<file path="config.mk">
export PLATFORM = sky130hd
export DESIGN_NAME = rs_sym_err_sig
export DESIGN_NICKNAME = d
export VERILOG_FILES = /design/src/rtl/rs_sym_err_sig.sv
export SDC_FILE = /design/constraint.sdc
export NUM_CORES = 1
export LEC_CHECK = 0
export BUFFER_PORTS_ARGS = -buffer_cell sky130_fd_sc_hd__clkbuf_2
export CELL_PAD_IN_SITES_DETAIL_PLACEMENT = 1
export CELL_PAD_IN_SITES_GLOBAL_PLACEMENT = 1
export CORE_MARGIN = 1.5
export CORE_UTILIZATION = 44
export CTS_CLUSTER_DIAMETER = 30
export DETAILED_ROUTE_END_ITERATION = 6
export GPL_ROUTABILITY_DRIVEN = 0
export GPL_TIMING_DRIVEN = 1
export PLACE_DENSITY_LB_ADDON = 0.1
export SYNTH_ARGS = -nofsm -noshare
export SYNTH_HDL_FRONTEND = slang
export SYNTH_SLANG_ARGS = --single-unit
</file>
<file path="constraint.sdc">
create_clock -name clk -period 6.4 [get_ports clk]
set_input_delay 0.96 -clock clk [delete_from_list [all_inputs] [get_ports clk]]
set_output_delay 0.96 -clock clk [all_outputs]
set_load 0.01 [all_outputs]
</file>
<file path="src/rtl/rs_sym_err_sig.sv">
module rs_sym_err_sig #(
  parameter int SYM_PER_RS = 5,
  parameter int RS_PER_CW  = 544,
  parameter int T_LIM      = 15,
  parameter int CNT_W      = 6,
  parameter int TOT_W      = 32
) (
  input  logic             clk,
  input  logic             rst_n,
  input  logic             sync_i,
  input  logic             valid_i,
  input  logic [1:0]       tx_sym_i,
  input  logic [1:0]       rx_sym_i,
  input  logic             clr_tot_i,
  output logic             res_valid_o,
  output logic [CNT_W-1:0] res_errs_o,
  output logic             res_uncorr_o,
  output logic [TOT_W-1:0] tot_cw_o,
  output logic [TOT_W-1:0] tot_uncorr_o
);
  localparam int POS_W = $clog2(SYM_PER_RS);
  localparam int IDX_W = $clog2(RS_PER_CW);
  localparam logic [POS_W-1:0] POS_LAST = POS_W'(SYM_PER_RS - 1);
  localparam logic [IDX_W-1:0] IDX_LAST = IDX_W'(RS_PER_CW - 1);
  localparam logic [CNT_W-1:0] CNT_MAX  = '1;
  localparam logic [TOT_W-1:0] TOT_MAX  = '1;

  logic [POS_W-1:0] pos_q;
  logic [IDX_W-1:0] idx_q;
  logic             acc_q;
  logic [CNT_W-1:0] cnt_q;

  wire miss   = valid_i && (tx_sym_i != rx_sym_i);
  wire rs_end = valid_i && (pos_q == POS_LAST);
  wire cw_end = rs_end && (idx_q == IDX_LAST) && !sync_i;
  wire rs_bad = acc_q || miss;
  wire [CNT_W-1:0] cnt_nxt = (rs_end && rs_bad && cnt_q != CNT_MAX) ? cnt_q + 1'b1 : cnt_q;
  wire cw_unc = cnt_nxt > CNT_W'(T_LIM);

  always_ff @(posedge clk) begin
    if (!rst_n || sync_i) begin
      pos_q <= '0;
      idx_q <= '0;
      acc_q <= 1'b0;
      cnt_q <= '0;
    end else if (valid_i) begin
      if (rs_end) begin
        pos_q <= '0;
        acc_q <= 1'b0;
        idx_q <= cw_end ? '0 : idx_q + 1'b1;
        cnt_q <= cw_end ? '0 : cnt_nxt;
      end else begin
        pos_q <= pos_q + 1'b1;
        acc_q <= rs_bad;
      end
    end
  end

  always_ff @(posedge clk) begin
    if (!rst_n) begin
      res_valid_o  <= 1'b0;
      res_errs_o   <= '0;
      res_uncorr_o <= 1'b0;
    end else begin
      res_valid_o <= cw_end;
      if (cw_end) begin
        res_errs_o   <= cnt_nxt;
        res_uncorr_o <= cw_unc;
      end
    end
  end

  always_ff @(posedge clk) begin
    if (!rst_n || clr_tot_i) begin
      tot_cw_o     <= '0;
      tot_uncorr_o <= '0;
    end else if (cw_end) begin
      if (tot_cw_o != TOT_MAX) tot_cw_o <= tot_cw_o + 1'b1;
      if (cw_unc && tot_uncorr_o != TOT_MAX) tot_uncorr_o <= tot_uncorr_o + 1'b1;
    end
  end
endmodule

</file>
Yosys cells after proc, flatten, opt, wreduce, memory -nomap -nowiden. Cells that the tools add are included.

Bits in writable memories: 0. Input port bits: 9. Logic and storage cells: 41. Output and inout bits: 72. ROM bits: 0. Register bits after elaboration: 92. Memories kept: 0. Bits in latches: 0.

Equality and inequality tests: 6. Div/mod/pow operators: 0. Muxes and demuxes: 5. Bitwise gates (word level): 0. Shifts and indexed selects: 0. Add/subtract/negate cells: 5. $lt $le $gt $ge: 1. Reduce and logical (&&, ||, !) cells: 15. Multipliers: 0.

Operators by type and width (number): 32-bit by 1-bit adder with 32-bit output, second input constant (2); 32-bit inequality test, second input constant (2); 6-bit 2-to-1 mux (2); 10-bit by 1-bit adder with 10-bit output, second input constant (1); 10-bit == test, second input constant (1); 10-bit 2-to-1 mux (1); 1-bit logical AND (7); 6-bit by 1-bit adder with 6-bit output, second input constant (1); 6-bit by 4-bit > comparator with 1-bit output, second input constant (1); 6-bit inequality test, second input constant (1); 2-bit AND reduction (3); 3-bit by 1-bit adder with 3-bit output, second input constant (1); 3-bit == test, second input constant (1); 1-bit logical OR (3); 3-bit 2-to-1 mux (1); 1-bit zero test (2); 2-bit inequality test (1); 1-bit 2-to-1 mux (1).

Logic depth before layout (Yosys ltp). Gate-level depths: netlist of the first run.

Word-level depth: 9. Gate-level depth with buffers: 9. Gate-level depth less buffers: 8.

Worst setup path before layout of the first run. Ideal clock, no wire load.

Kind: input-to-reg. From: in valid_i. To: reg tot_uncorr_o[29]. Library setup time: 70 ps. Slack: 3589 ps. Required time: 6330 ps. Path buffers: 1. Arrival: 2741 ps. Stages on the path: 6. Path through: buf_2 -> nand4_1 -> nor3_2 -> nand4_1 -> or4_2 -> a21oi_1.

Word-level cells in the longest chain between the ends: 8. Elaborated cells on any way between the ends: 11. Those cells by class: order compare (1); mux (1); reduce/logical (9).

Ends and longest elaborated chain: from (decl) (RTL line 11) `input logic valid_i,`; 1-bit logical AND (RTL line 33) `wire miss = valid_i && (tx_sym_i != rx_sym_i);`; 1-bit logical OR (RTL line 36) `wire rs_bad = acc_q || miss;`; 1-bit logical AND (2 in a row) (RTL line 37) `wire [CNT_W-1:0] cnt_nxt = (rs_end && rs_bad && cnt_q != CNT_MAX) ? cnt_q + 1'b1 : cnt_q;`; 6-bit 2-to-1 mux (RTL line 37); 6-bit by 4-bit > comparator with 1-bit output (RTL line 38) `wire cw_unc = cnt_nxt > CNT_W'(T_LIM);`; 1-bit logical AND (RTL line 79) `if (cw_unc && tot_uncorr_o != TOT_MAX) tot_uncorr_o <= tot_uncorr_o + 1'b1;`; 2-bit AND reduction (no line) (*); to (signal assigned) (RTL line 79); to (decl) (RTL line 19) `output logic [TOT_W-1:0] tot_uncorr_o`.

Mark *: on every way between the ends. The rest lies on a longest branch, timed or not. A chain may end at the register's enable or synchronous reset.

Final worst setup path of the first run.
From: in valid_i. To: reg tot_uncorr_o[6].

Same word-level chain as after synthesis.

==> results.md, run 1 <==
- Worst-Margin Slew: 1122 ps
- Residual DRC: 0
- Peak supply drop: 0.1108 mV
- Max clock buf depth: 2
- Die Y: 102.2 µm
- Tcrit/Tclk final: 53.39%
- Resized cells post-CTS: 0
- Pwr dens: 199.7 nW/µm²
- Slack of the critical path: 2983 ps
- Avg WL per Cell: 15.54 µm
- Synth Area in XOR/XNOR: 9.309%
- Cell count after synthesis: 523
- Worst path max stage delay: 950 ps
- Worst-Skew Late Latency: 360 ps
- CTS tree: yes
- Detailed Route WL: 11.36 mm
- Mux cell area share after synthesis: 0.9251%
- Max frequency: 0.2926 GHz
- Congestion Overflow GR: 0
- Total negative setup slack: 0 ps
- Global Route Usage Sum: 22.66%
- IO Count: 81
- Commonest non-fill, non-tap cell in the layout: dfxtp_1
- Crit path arrival time: 3710 ps
- Largest family of logic cells by synthesized area: simple AND/OR/NAND/NOR gates
- Critical Path RT: 6700 ps
- Post-Synth Adder-Cell Area: 1.735%
- Synth Area in Compound Gates: 10.61%
- CP cell instances: clkbuf_2 -> nand4_1 -> nor3_2 -> nand3_1 -> or4_2 -> a21oi_1
- N_diodes: 0
- Worst setup EP type: flip-flop
- Area delta synth->final: 16.16%
- Post-synth cell types: 40
- DR iter-0 viols: 70
- Layout cells sized above 1: 18.56%
- Synth Warn #: 0
- Final Slew Violations: 0
- Post-Syn Area per Cell: 8.275 µm²
- Initial antenna violation count: 0
- CTS buffer count: 9
- Commonest cells after routing, fill and taps aside: 92 x dfxtp_1, 80 x clkbuf_2, 66 x nor2_1
- Rows: 36
- Die X: 102.2 µm
- Crit path launch type: primary input
- Remaining antenna violation count: 0
- Syn_nets: 538
- Clock transition at path regs: 90 ps
- CTS sink cnt: 92
- H-tree depth: 3
- Unrepaired setup endpoints after global routing: no
- First-pass GRT wire length: 18.91 mm
- Seq/Total Area, Yosys: 42.56%
- Die area: 10440 µm²
- Cell Area, Synth: 4328 µm²
- DR vias: 4071
- Core Region: 9639 µm²
- # Post-CTS Setup Buffers: 0
- Post-DR vias/cell: 5.569
- Final Hold Fails: 0
- Worst clock skew: 11.37 ps
- DPL Wire Length: 8.258 mm
- Max FO, Critical Path: 19
- Starting Density: 44.90%
- Final setup viols: 0
- Outcome: finished clean
- Vias in the first global route: 4016
- Tmin final: 3417 ps
- Largest net degree at the start of global routing: 63
- Root Buffer: clkbuf_8
- Slew HR: 24.83%
- CP Class: primary input to flip-flop
- Cell area after placement: 4825 µm²
- Leakage: 0.001721 µW
- Max-capacitance violation count: 0
- Post-Place Worst Slack: 2645 ps
- Synth Area in Simple Gates: 32.15%
- Crit-path slowest cell: nor3_2
- PortBufs: 80
- Design area: 5027 µm²
- CTS Hold Bufs: 0
- DRT Pass-1 Iters: 6
- Yosys reg bits: 92
- Nets@finish: 609
- Worst hold path type: flip-flop to flip-flop
==> worst paths after layout <==
path | slack, ps | cells past startpoint | start | to
worst max-delay path | 2980 | 6 | valid_i | tot_uncorr_o[6]
worst max register to register | 3120 | 6 | idx_q[0] | tot_uncorr_o[6]
worst min-delay path | 460 | 2 | acc_q | acc_q
worst min register to register | 460 | 2 | acc_q | acc_q
==> power by group <==
part / leakage, µW / internal (µW) / switching, µW
registers: 0.000741 / 573 / 0.551
clock network: 0.000103 / 211 / 200
logic: 0.000877 / 5.18 / 14.8
==> critical path, delay by kind of cell <==
kind	cells	cell delay (ps)
and+or+nand+nor	4	2430
AOI/OAI and AO/OA	1	150
buffers and inverters	1	160
==> final cells by class <==
class                      instances  area (µm²)
timing repair buffer              82       415.4
inverter                           8       30.03
clock inverter                     1       30.03
multi-input combinational        401        2371
fill                            1240        4612
tap                              133       166.4
clock buffer                      14       172.7
sequential                        92        1842
==> Yosys cell counts, drive strengths merged <==
library cell,number,area share (%)
inv,8,0.69
xor2,33,6.7
nor2,66,5.7
xnor2,13,2.6
or4,15,2.8
and2,4,0.58
o311ai,1,0.20
and3,8,1.2
dfxtp,92,43
or2,1,0.14
ha,6,1.7
nor3,19,2.3
nand2,46,4.0
nor4b,4,0.95
and4,6,1.2
nand3b,1,0.17
nand4b,2,0.40
nand2b,3,0.43
clkbuf,17,1.5
or3,23,3.4
o211ai,2,0.35
a211oi,5,0.98
o31ai,9,1.6
o21ai,30,3.5
nor4,5,0.87
mux2i,4,0.93
nand4bb,1,0.26
a21oi,35,4.0
nand4,26,3.9
buf,5,0.55
nand3,33,3.8
==> cell families after synthesis <==
group	Yosys count
adder cells (fa/ha/maj)	6
AND/OR/NAND/NOR	263
flip-flops	92
multiplexers	4
AO/OA/AOI/OAI	82
buffers and inverters	30
XOR/XNOR	46
==> flip-flops by register name, indices dropped and copies added (netlist names) <==
signal	flops
acc_q	1
cnt_q	6
idx_q	10
pos_q	3
res_errs_o	6
res_uncorr_o	1
res_valid_o	1
tot_cw_o	32
tot_uncorr_o	32
==> per-stage QoR <==
stage	instances	util [%]	hold slack [ps]	power, µW
after floorplan	523	-	434.6	599.4
after global placement	716	50.05	441.8	606.4
after detailed placement	716	50.05	453.8	607.0
after CTS	731	52.15	465.4	1015
after global routing	731	52.15	495.3	1041
final	731	52.15	464.1	1004
==> routing by layer <==
layer	wire length, µm	vias to the layer above	GRT usage (%)
met5	0	-	0
met4	126	0	5.796
met3	406	13	5.062
met2	5679	62	39.43
met1	5147	1984	28.39
li1	-	2012	-
No activity file was read; power rests on OpenSTA's default activity.
==> run 2: changes to the inputs <==
--- a/config.mk
+++ b/config.mk
@@ -9,7 +9,7 @@
 export CELL_PAD_IN_SITES_DETAIL_PLACEMENT = 1
 export CELL_PAD_IN_SITES_GLOBAL_PLACEMENT = 1
 export CORE_MARGIN = 1.5
-export CORE_UTILIZATION = 44
+export CORE_UTILIZATION = 37
 export CTS_CLUSTER_DIAMETER = 30
 export DETAILED_ROUTE_END_ITERATION = 6
 export GPL_ROUTABILITY_DRIVEN = 0
==> constraint.sdc (replaced) <==
create_clock -name clk -period 2.8 [get_ports clk]
set_input_delay 0.42 -clock clk [delete_from_list [all_inputs] [get_ports clk]]
set_output_delay 0.42 -clock clk [all_outputs]
set_load 0.01 [all_outputs]
==> run 2 against run 1 <==
Clock skew fell by 2.0 ps. Highest routed layer unchanged. Non-clock buffer count rose by 9. Power rose to 2.7 times the previous value.
==> results.md, run 2 (synthesis results as in run 1) <==
- Area occupied by registers: 1842 µm² (unchanged)
- Fillers: 1394 (+12%)
- Die area: 12350 µm² (+18%)
- Resized cells post-CTS: 0 (unchanged)
- Min-delay src: rst_n
- CTS tree: yes
- CTS buffer count: 9 (unchanged)
- Setup crit start: tot_uncorr_o[2]
- Initial antenna violation count: 0 (unchanged)
- Pwr dens: 524.8 nW/µm² (+160%)
- N_diodes: 0 (unchanged)
- DR vias: 4118 (+1.2%)
- Layout cells sized above 1: 19.90% (+1.3 points)
- M1 wire length: 5.815 mm (+13%)
- Outcome: finished clean
- Largest registers: tot_cw_o: 32 flops, tot_uncorr_o: 32 flops, idx_q: 10 flops
- H-tree depth: 3 (unchanged)
- Vias in the first global route: 4045 (+0.72%)
- Congestion Overflow GR: 0 (unchanged)
- Util after Layout: 45.98% (-6.2 points)
- Worst setup EP type: flip-flop
- Final Slew Violations: 0 (unchanged)
- Slew HR: 61.95% (+37 points)
- Max clock buf depth: 2 (unchanged)
- Max frequency: 0.3847 GHz
- Residual DRC: 0 (unchanged)
- Final Hold Fails: 0 (unchanged)
- Detailed Route WL: 12.06 mm (+6.2%)
- Core Region: 11420 µm² (+18%)
- Max FO, Critical Path: 9 (-10)
- Worst-Margin Slew: 565.6 ps (-555.9 ps)
- Crit path launch type: flip-flop
- Largest net degree at the start of global routing: 38 (-40%)
- Worst hold path type: primary input to flip-flop
- Tmin final: 2600 ps
- Footprint of the multi-input gates: 2371 µm² (unchanged)
- DR iter-0 viols: 170 (+140%)
- Die Y: 111.2 µm (+8.8%)
- Post-Place Worst Slack: 167.2 ps (-2478 ps)
- Die X: 111.2 µm (+8.8%)
- Crit path arrival time: 2880 ps (-830 ps)
- Root Buffer: clkbuf_16
- DRT Pass-1 Iters: 4 (-2)
- Clock transition at path regs: 70 ps (-20 ps)
- Area delta synth->final: 21.31%
- IO Count: 81 (unchanged)
- Max Used Layer: met4
- Avg WL per Cell: 16.06 µm (+3.3%)
- Worst clock skew: 9.341 ps (-2.032 ps)
- Post-DR vias/cell: 5.483 (-1.5%)
- Commonest cells after routing, fill and taps aside: 92 x dfxtp_1, 80 x clkbuf_2, 66 x nor2_1
- Starting Density: 37.90% (-7.0 points)
- Remaining antenna violation count: 0 (unchanged)
- # Post-CTS Setup Buffers: 0 (unchanged)
- Commonest non-fill, non-tap cell in the layout: dfxtp_1
- Nets@finish: 618 (+1.5%)
- PortBufs: 80 (unchanged)
- WL met2: 5.686 mm (+0.12%)
- Hold_ws: 417.9 ps (-46.19 ps)
- Final setup viols: 0 (unchanged)
- Unrepaired setup endpoints after global routing: yes
- Met3 WL: 361 µm (-11%)
- Worst-Skew Late Latency: 350 ps (about the same)
- Peak supply drop: 0.3181 mV (+190%)
- DPL Wire Length: 8.633 mm (+4.5%)
- Max-capacitance violation count: 0 (unchanged)
- Rows: 39 (+8.3%)
- CTS Hold Bufs: 0 (unchanged)
- First-pass GRT wire length: 20.22 mm (+6.9%)
- Leakage: 0.001830 µW (+6.3%)
- Critical Path RT: 3080 ps (-3620 ps)
- Global Route Usage Sum: 19.88% (-2.8 points)
- CTS sink cnt: 92 (unchanged)
- Slack of the critical path: 200.4 ps (-2782 ps)
- Tcrit/Tclk final: 92.84%
- Critical R2R Launch: tot_uncorr_o[2]
- CP Class: flip-flop to flip-flop
run 2: where the power goes:
group | internal (µW) | leakage (µW) | total [µW] | switching, µW
Sequential | 1310 | 0.000741 | 1310 | 1.37
Combinational | 12.8 | 0.000925 | 46.8 | 34.0
Clock | 871 | 0.000163 | 1400 | 526
run 2: through the flow:
step / area (µm²) / total power [µW] / std cells / TNS, ps
2_1_floorplan: 4328 / 1370 / 523 / 0
3_3_place_gp: 4917 / 1388 / 735 / 0
3_5_place_dp: 4917 / 1389 / 735 / 0
4_1_cts: 5250 / 2785 / 751 / 0
5_1_grt: 5250 / 2833 / 751 / -18.02
6_report: 5250 / 2755 / 751 / 0
run 2: path summary, 6_finish.rpt:
kind                                    endpoint  slack [ps]  cells after the start
worst max-delay path            tot_uncorr_o[31]         200                      6
worst min-delay path               res_errs_o[4]         420                      3
worst max register to register  tot_uncorr_o[31]         200                      6
worst min register to register             acc_q         470                      2
run 2: cell type report:
| type | instances | share of cell area (%) |
|---|---|---|
| Clock buffer | 11 | 4.433 |
| Clock inverter | 5 | 1.907 |
| Inverter | 8 | 0.5720 |
| Multi-Input combinational cell | 401 | 45.16 |
| Sequential cell | 92 | 35.08 |
| Tap cell | 143 | 3.408 |
| Timing Repair Buffer | 91 | 9.438 |
run 2: worst max-delay path, cell delays in order, from the launching register on:
cell and delay (ps):
dfxtp_1 460, nand4_2 190, or2_1 370, or4_1 590
or4_1 460, or3_1 320, a21oi_1 140
run 2: routing by layer:
metal	GRT usage [%]	vias up
li1	-	2034
met1	26.38	2015
met2	32.67	57
met3	3.226	12
met4	7.257	0
met5	0	-
==> run 3: changes to the inputs <==
--- a/config.mk
+++ b/config.mk
@@ -8,6 +8,7 @@
 export BUFFER_PORTS_ARGS = -buffer_cell sky130_fd_sc_hd__clkbuf_2
 export CELL_PAD_IN_SITES_DETAIL_PLACEMENT = 1
 export CELL_PAD_IN_SITES_GLOBAL_PLACEMENT = 1
+export CORE_ASPECT_RATIO = 1.1
 export CORE_MARGIN = 1.5
 export CORE_UTILIZATION = 37
 export CTS_CLUSTER_DIAMETER = 30
==> run 3 against run 2 <==
Worst setup slack improved by 26 ps. Maximum frequency rose by 1.0%. Sequential share of layout area fell by 0.52 points. Die area barely moved. Register-to-register slack improved by 30 ps. Sequential power barely moved. Global-route usage rose by 0.40 points. Critical path depth did not move. Wire length rose by 0.91%. Worst hold slack improved by 9.5 ps. Clock power rose by 12%. Cell area rose by 1.5%. Critical endpoint unchanged. Largest power group unchanged.
==> results.md, run 3 (synthesis results as in run 1) <==
- Outcome: finished clean
- PortBufs: 80 (unchanged)
- Commonest cells after routing, fill and taps aside: 92 x dfxtp_1, 80 x clkbuf_2, 66 x nor2_1
- Peak supply drop: 0.2367 mV (-26%)
- Clk pwr share: 53.6% (+2.9 points)
- Cell Int Power: 2373 µW (+8.2%)
- Global Route Usage Sum: 20.28% (+0.40 points)
- Worst hold path type: primary input to flip-flop
- Avg WL per Cell: 16.01 µm (-0.28%)
- Die Y: 116.4 µm (+4.8%)
- Tcrit/Tclk final: 91.90% (-0.95 points)
- Core Region: 11440 µm² (+0.19%)
- Max clock buf depth: 2 (unchanged)
- Rows: 41 (+5.1%)
- Max Used Layer: met4
- Footprint of the multi-input gates: 2371 µm² (unchanged)
- Largest net degree at the start of global routing: 39 (+2.6%)
- Nets@finish: 620 (+0.32%)
- Pwr dens: 548.5 nW/µm² (+4.5%)
- CTS sink cnt: 92 (unchanged)
- DR vias: 4139 (+0.51%)
- Max frequency: 0.3886 GHz (+1.0%)
- Post-Place Worst Slack: 247.7 ps (+80.47 ps)
- Die area: 12360 µm² (about the same)
- H-tree depth: 3 (unchanged)
- Root Buffer: clkbuf_16
- # Post-CTS Setup Buffers: 0 (unchanged)
- Residual DRC: 0 (unchanged)
- Max-capacitance violation count: 0 (unchanged)
- Detailed Route WL: 12.17 mm (+0.91%)
- Gate power share: 1.6% (about the same)
- Congestion Overflow GR: 0 (unchanged)
- Slack of the critical path: 226.9 ps (+26.49 ps)
- Total negative setup slack: 0 ps (unchanged)
- Crit path launch type: flip-flop
- Worst clock skew: 8.637 ps (-0.7036 ps)
- Post-DR vias/cell: 5.446 (-0.68%)
- Final setup viols: 0 (unchanged)
- Initial antenna violation count: 0 (unchanged)
- Remaining antenna violation count: 0 (unchanged)
- Resized cells post-CTS: 0 (unchanged)
- CTS buffer count: 9 (unchanged)
- Die X: 106.1 µm (-4.5%)
- Final Hold Fails: 0 (unchanged)
- Worst-Margin Slew: 599.9 ps (+34.36 ps)
- IO Count: 81 (unchanged)
- Final Slew Violations: 0 (unchanged)
- Net Sw Frac: 18.81% (-1.6 points)
- CTS tree: yes
- N_diodes: 0 (unchanged)
- Area delta synth->final: 23.13%
- Commonest non-fill, non-tap cell in the layout: dfxtp_1
- CP Class: flip-flop to flip-flop
- Leakage: 0.001864 µW (+1.9%)
- Slew HR: 59.64% (-2.3 points)
- DRT Pass-1 Iters: 4 (unchanged)
- Layout cells sized above 1: 20.49% (+0.59 points)
- Worst-Skew Late Latency: 340 ps (about the same)
- P_sw: 549.8 µW (-2.1%)
- Clock transition at path regs: 60 ps (about the same)
- Largest registers: tot_cw_o: 32 flops, tot_uncorr_o: 32 flops, idx_q: 10 flops
- DPL Wire Length: 8.929 mm (+3.4%)
- CTS Hold Bufs: 0 (unchanged)
- Tmin final: 2573 ps (-26.49 ps)
- Critical Path RT: 3060 ps (-20 ps)
- Area occupied by registers: 1842 µm² (unchanged)
- Worst setup EP type: flip-flop
- Met3 WL: 306 µm (-15%)
- WL met2: 5.997 mm (+5.5%)
- Vias in the first global route: 4095 (+1.2%)
- M1 wire length: 5.690 mm (-2.1%)
- First-pass GRT wire length: 20.19 mm (-0.14%)
- Power Total: 2923 µW (+6.1%)
- Fillers: 1394 (unchanged)
- Util after Layout: 46.58% (+0.60 points)
- Max FO, Critical Path: 9 (unchanged)
- DR iter-0 viols: 124 (-27%)
- Unrepaired setup endpoints after global routing: no
- Starting Density: 37.83% (-0.070 points)
- Crit path arrival time: 2840 ps (-40 ps)
- Flop pwr share: 44.9% (-2.7 points)
run 3: cell count changes in the layout (fill, tap and decap cells not counted):
cell,delta
buf_4,+2
bufinv_16,+2
clkinvlp_4,+1
clkinv_2,-1
clkbuf_1,-2
run 3: power by group through the flow:
stage / combinational (µW) / sequential (µW) / clock, µW
6_report: 46.6 / 1310 / 1570
5_1_grt: 52.9 / 1310 / 1650
4_1_cts: 48.6 / 1310 / 1610
3_5_place_dp: 48.3 / 1340 / 0
3_3_place_gp: 46.6 / 1340 / 0
2_1_floorplan: 29.6 / 1340 / 0
run 3: layout make-up:
class                           count  area share, %
Clock buffer                        9          4.226
Sequential cell                    92          34.56
Multi-Input combinational cell    401          44.49
Inverter                            8         0.5635
Clock inverter                      7          3.052
Timing Repair Buffer               93          9.580
Tap cell                          150          3.522
run 3: per-layer routing:
metal  up-vias  track usage, %
li1       2040               -
met1      2033           25.59
met2        55           35.18
met3        11           2.734
met4         0           8.108
met5         -               0
run 3: stage by stage:
stage                     area (µm²)  hold WS, ps  std cells
after floorplan                 4328        434.6        523
after CTS                       5329        424.9        760
after global placement          4941        448.3        744
final                           5329        427.4        760
after global routing            5329        454.1        760
after detailed placement        4941        453.2        744
run 3: worst max-delay path, stage by stage (launching register included):
cell     delay [ps]
dfxtp_1         440
nand4_2         190
or2_1           370
or4_1           590
or4_1           460
or3_1           320
a21oi_1         140
run 3: worst paths after layout:
kind                        start  cells after the start          endpoint  slack, ps
setup / recovery  tot_uncorr_o[4]                      6  tot_uncorr_o[31]        230
hold / removal              rst_n                      3     res_errs_o[4]        430
setup reg to reg  tot_uncorr_o[4]                      6  tot_uncorr_o[31]        230
hold reg to reg             acc_q                      2             acc_q        460
